**src/rtl/lane_scrambler.sv**
```systemverilog
module lane_scrambler #(
  parameter int DW = 8,
  parameter int LANE_W = 4,
  parameter logic [DW-1:0] COM_CHAR = 8'hBC
) (
  input  logic              clk,
  input  logic              rst,
  input  logic [LANE_W-1:0] lane_id,
  input  logic              tx_scr_en,
  input  logic              tx_valid,
  input  logic              tx_k,
  input  logic [DW-1:0]     tx_data,
  output logic              tx_out_valid,
  output logic              tx_out_k,
  output logic [DW-1:0]     tx_out_data,
  input  logic              rx_dscr_en,
  input  logic              rx_valid,
  input  logic              rx_k,
  input  logic [DW-1:0]     rx_data,
  output logic              rx_out_valid,
  output logic              rx_out_k,
  output logic [DW-1:0]     rx_out_data
);

  localparam int LW = 16;
  localparam logic [LW-1:0] TAPS = 16'h0039;

  function automatic logic [LW+DW-1:0] advance(input logic [LW-1:0] s);
    logic [LW-1:0] t;
    logic [DW-1:0] m;
    t = s;
    m = '0;
    for (int i = 0; i < DW; i++) begin
      m[i] = t[LW-1];
      t = {t[LW-2:0], 1'b0} ^ (t[LW-1] ? TAPS : '0);
    end
    return {t, m};
  endfunction

  logic [LW-1:0] seed;
  assign seed = {LW{1'b1}} ^ {{(LW-LANE_W){1'b0}}, lane_id};

  logic [LW-1:0] tx_lfsr, tx_nxt, rx_lfsr, rx_nxt;
  logic [DW-1:0] tx_mask, rx_mask;
  logic tx_com, rx_com;

  assign {tx_nxt, tx_mask} = advance(tx_lfsr);
  assign {rx_nxt, rx_mask} = advance(rx_lfsr);
  assign tx_com = tx_k && (tx_data == COM_CHAR);
  assign rx_com = rx_k && (rx_data == COM_CHAR);

  always_ff @(posedge clk) begin
    if (rst) begin
      tx_lfsr      <= seed;
      tx_out_valid <= 1'b0;
      tx_out_k     <= 1'b0;
      tx_out_data  <= '0;
    end else begin
      tx_out_valid <= tx_valid;
      if (tx_valid) begin
        tx_out_k    <= tx_k;
        tx_out_data <= (tx_k || !tx_scr_en) ? tx_data : tx_data ^ tx_mask;
        if (tx_com) tx_lfsr <= seed;
        else if (!tx_k) tx_lfsr <= tx_nxt;
      end
    end
  end

  always_ff @(posedge clk) begin
    if (rst) begin
      rx_lfsr      <= seed;
      rx_out_valid <= 1'b0;
      rx_out_k     <= 1'b0;
      rx_out_data  <= '0;
    end else begin
      rx_out_valid <= rx_valid;
      if (rx_valid) begin
        rx_out_k    <= rx_k;
        rx_out_data <= (rx_k || !rx_dscr_en) ? rx_data : rx_data ^ rx_mask;
        if (rx_com) rx_lfsr <= seed;
        else if (!rx_k) rx_lfsr <= rx_nxt;
      end
    end
  end

  AST_TX_VALID_ALIGN: assert property (@(posedge clk) disable iff (rst) tx_valid |=> tx_out_valid);
  AST_TX_IDLE: assert property (@(posedge clk) disable iff (rst) !tx_valid |=> !tx_out_valid && $stable(tx_lfsr));
  AST_TX_CTRL_PASS: assert property (@(posedge clk) disable iff (rst)
    tx_valid && tx_k |=> tx_out_k && tx_out_data == $past(tx_data));
  AST_TX_CTRL_HOLD: assert property (@(posedge clk) disable iff (rst)
    tx_valid && tx_k && tx_data != COM_CHAR |=> $stable(tx_lfsr));
  AST_TX_COM_SEED: assert property (@(posedge clk) disable iff (rst)
    tx_valid && tx_k && tx_data == COM_CHAR |=> tx_lfsr == $past(seed));
  AST_TX_BYPASS: assert property (@(posedge clk) disable iff (rst)
    tx_valid && !tx_scr_en |=> tx_out_data == $past(tx_data));
  AST_TX_DATA_STEP: assert property (@(posedge clk) disable iff (rst)
    tx_valid && !tx_k |=> tx_lfsr != $past(tx_lfsr));
  AST_RX_VALID_ALIGN: assert property (@(posedge clk) disable iff (rst) rx_valid |=> rx_out_valid);
  AST_RX_COM_SEED: assert property (@(posedge clk) disable iff (rst)
    rx_valid && rx_k && rx_data == COM_CHAR |=> rx_lfsr == $past(seed));
  AST_RX_BYPASS: assert property (@(posedge clk) disable iff (rst)
    rx_valid && !rx_dscr_en |=> rx_out_data == $past(rx_data));
  AST_NO_LOCKUP: assert property (@(posedge clk) disable iff (rst) tx_lfsr != '0 && rx_lfsr != '0);

endmodule

```
**config.mk**
```make
export PLATFORM = sky130hd
export DESIGN_NAME = lane_scrambler
export DESIGN_NICKNAME = d
export VERILOG_FILES = /design/src/rtl/lane_scrambler.sv
export SDC_FILE = /design/constraint.sdc
export NUM_CORES = 1
export LEC_CHECK = 0
export BUFFER_PORTS_ARGS = -buffer_cell sky130_fd_sc_hd__buf_4
export CORE_ASPECT_RATIO = 2
export CORE_MARGIN = 5
export CORE_UTILIZATION = 35
export DETAILED_ROUTE_END_ITERATION = 7
export PLACE_DENSITY = 0.6
export SLEW_MARGIN = 20
export SYNTH_ARGS = -nofsm -noshare
export SYNTH_HDL_FRONTEND = slang
export SYNTH_SLANG_ARGS = --single-unit
```
**constraint.sdc**
```tcl
create_clock -name clk -period 2.7 [get_ports clk]
set_input_delay 0.54 -clock clk [delete_from_list [all_inputs] [get_ports clk]]
set_output_delay 0.54 -clock clk [all_outputs]
set_load 0.03 [all_outputs]
```
==> flow_summary.toml <==
[status]
outcome = "complete, no violations"

[global_routing]
grt_use_met1 = 0.148
grt_util_met3 = 0.0297
grt_pass1_vias = 1726
grt_use_met2 = 0.176
grt_usage = 0.111
overflow = 0
grt_max_degree = 25
antenna_found_initial = 0
grt_pass1_wl_mm = 8.55
busiest_layer = "met2"

[critical_path]
critical_path_arrival_ns = 1.59
crit_required_ns = 2.71
start_kind = "primary input"
critPathMaxFanout = 16
rr_worst_depth = 3
r2r_end = "rx_lfsr[10]"
r2r-start = "rx_lfsr[13]"
path_class = "in -> reg"
reg2reg_slack_ns = 1.39
worst_setup_path_end_kind = "register"

[cts]
insertion_delay_ns = 0.28
cts_tree = "built"
cts_max_path_buffers = 2
htree_levels = 2
cts-root-buf = "clkbuf_16"
cts.sinks = 52
cts_resized = 0
post_cts_buffers = 0
hold_buffers = 0
cts_buffers = 5
path_clk_slew_ns = 0.06

[timing]
maxSlewHeadroom = 0.635
fin_crit_ns = 1.57
maxSlewViolCount = 0
whs_ns = 0.485
fin_setup_tns_ns = 0
report.final.hold_viol_count = 0
finalSetupViolCount = 0
finClkSkew_ns = 0.00376
max_freq_ghz = 0.636
period_share = 0.583
worst_pin_slew_ns = 0.546
rsz0062_at_grt = "no"

[routing]
route.detailed.drc = 0
drt_iter0_drc = 67
wl_per_cell_um = 13.9
via_per_inst = 4.61
dr_total_vias = 1700
drt_pre_antenna_iters = 4
ant_nets = 0
drt-total-wl_mm = 5.13

[die]
rows = 45
coreArea_um2 = 7490
initial_utilization = 0.353
die-area_um2 = 9510
die_width_um = 71.5
die_height_um = 133
ios = 48

[cells_and_area]
final_common_cell = "buf_4"
final_util = 0.429
final_cells = 369
mostFrequentLayoutCells = "49 x buf_4, 40 x xnor2_1, 32 x edfxtp_1"
synthToLayoutAreaGrowth_pct = 21.3
drive_above_1_share = 0.218
diodes = 0
nets = 302

[power_and_ir_drop]
ir_drop_mv = 0.397
leakagePower_nw = 1.21
p_per_area_nw_per_um2 = 685

[yosys]
yosysUniqueCellTypes = 20
yosys_warnings = 0
syn-cell-area_um2 = 2650
synth_fp_nets = 263
synth_largest_area_cell = "edfxtp_1"
synth_area_per_cell_um2 = 11.3
netlist_instances = 235
yosysTopAreaCellShare = 0.363
synth_seq_cells = 52
synth_area_leaders = "edfxtp_1 36%, dfxtp_1 15%, xnor2_1 13%"
ys_seq_area_frac = 0.514

[placement]
dp.cells = 361
portBuffers = 47
gp_congestion = 0.743
place_hpwl_mm = 3.87

[worst_hold_path]
hold_path_depth = 2
hold_path.class = "reg -> reg"
min_to = "tx_out_data[5]"
min-delay-start = "tx_out_data[5]"

[run]
maxCapViolCount = 0
-- worst max-delay path, cell delays in order --
cell and delay (ns):
buf_4 0.14, and3b_1 0.22, a41oi_4 0.52, mux2i_1 0.15
-- cells in the mapped netlist, drive strengths merged --
cell type and count:
nand2b 6, nand3b 16, nand3 2, edfxtp 32, xnor2 40, buf 2
nor2 18, o21ai 2, xor2 18, clkbuf 15, a41oi 2, dfxtp 20
a211oi 16, and4bb 2, inv 8, nand2 20, nor2b 2, and3b 2
a21oi 2, mux2i 10
-- how the worst max path moves through the flow --
stage	start	end	slack [ns]	depth (start not counted)
after floorplan	rx_data[0]	rx_lfsr[0]	0.15	3
after global placement	tx_k	tx_lfsr[1]	0.87	4
after detailed placement	rx_k	rx_lfsr[3]	0.81	4
after CTS	rx_k	rx_lfsr[3]	1.11	4
after global routing	tx_k	tx_lfsr[2]	0.99	4
final	tx_k	tx_lfsr[2]	1.13	4
-- power breakdown --
| part | switching, mW | leakage, nW | internal, mW |
|---|---|---|---|
| Clock | 0.260 | 0.0772 | 0.395 |
| Combinational | 0.239 | 0.680 | 0.252 |
| Sequential | 0.0830 | 0.458 | 0.971 |
| Total | 0.582 | 1.21 | 1.62 |
-- per-stage QoR --
step | power (mW) | area (um2) | setup WS, ns
finish | 2.20 | 3210 | 1.13
floorplan | 1.43 | 2650 | 0.148
global placement | 1.55 | 3050 | 0.870
global route | 2.31 | 3210 | 0.994
detailed placement | 1.57 | 3050 | 0.809
CTS | 2.23 | 3210 | 1.11
-- cell type report --
cell class                      instances  area, um2
Timing Repair Buffer                   49        368
Fill cell                             724       4280
Multi-Input combinational cell        158       1180
Inverter                                8       30.0
Clock buffer                            8        156
Tap cell                               94        118
Sequential cell                        52       1360
-- sequential cells by signal (all words and copies together), names as in the netlist --
signal	cells
rx_out_data	8
tx_out_valid	1
rx_lfsr	16
rx_out_k	1
tx_out_data	8
tx_out_k	1
tx_lfsr	16
rx_out_valid	1
-- cell families after synthesis --
logic type,Yosys count,share of synthesized area
AOI/OAI and AO/OA,22,0.0738
xor gates and xnor gates,58,0.192
buffers and inverters,25,0.0411
DFF,52,0.514
muxes,10,0.0378
and+or+nand+nor,68,0.141
-- routing by layer --
layer,part of all wire,vias to the layer above
li1,-,870
met1,0.46,779
met2,0.47,46
met3,0.061,5
met4,0.0094,0
met5,0,-
No activity file was read; power rests on OpenSTA's default activity.
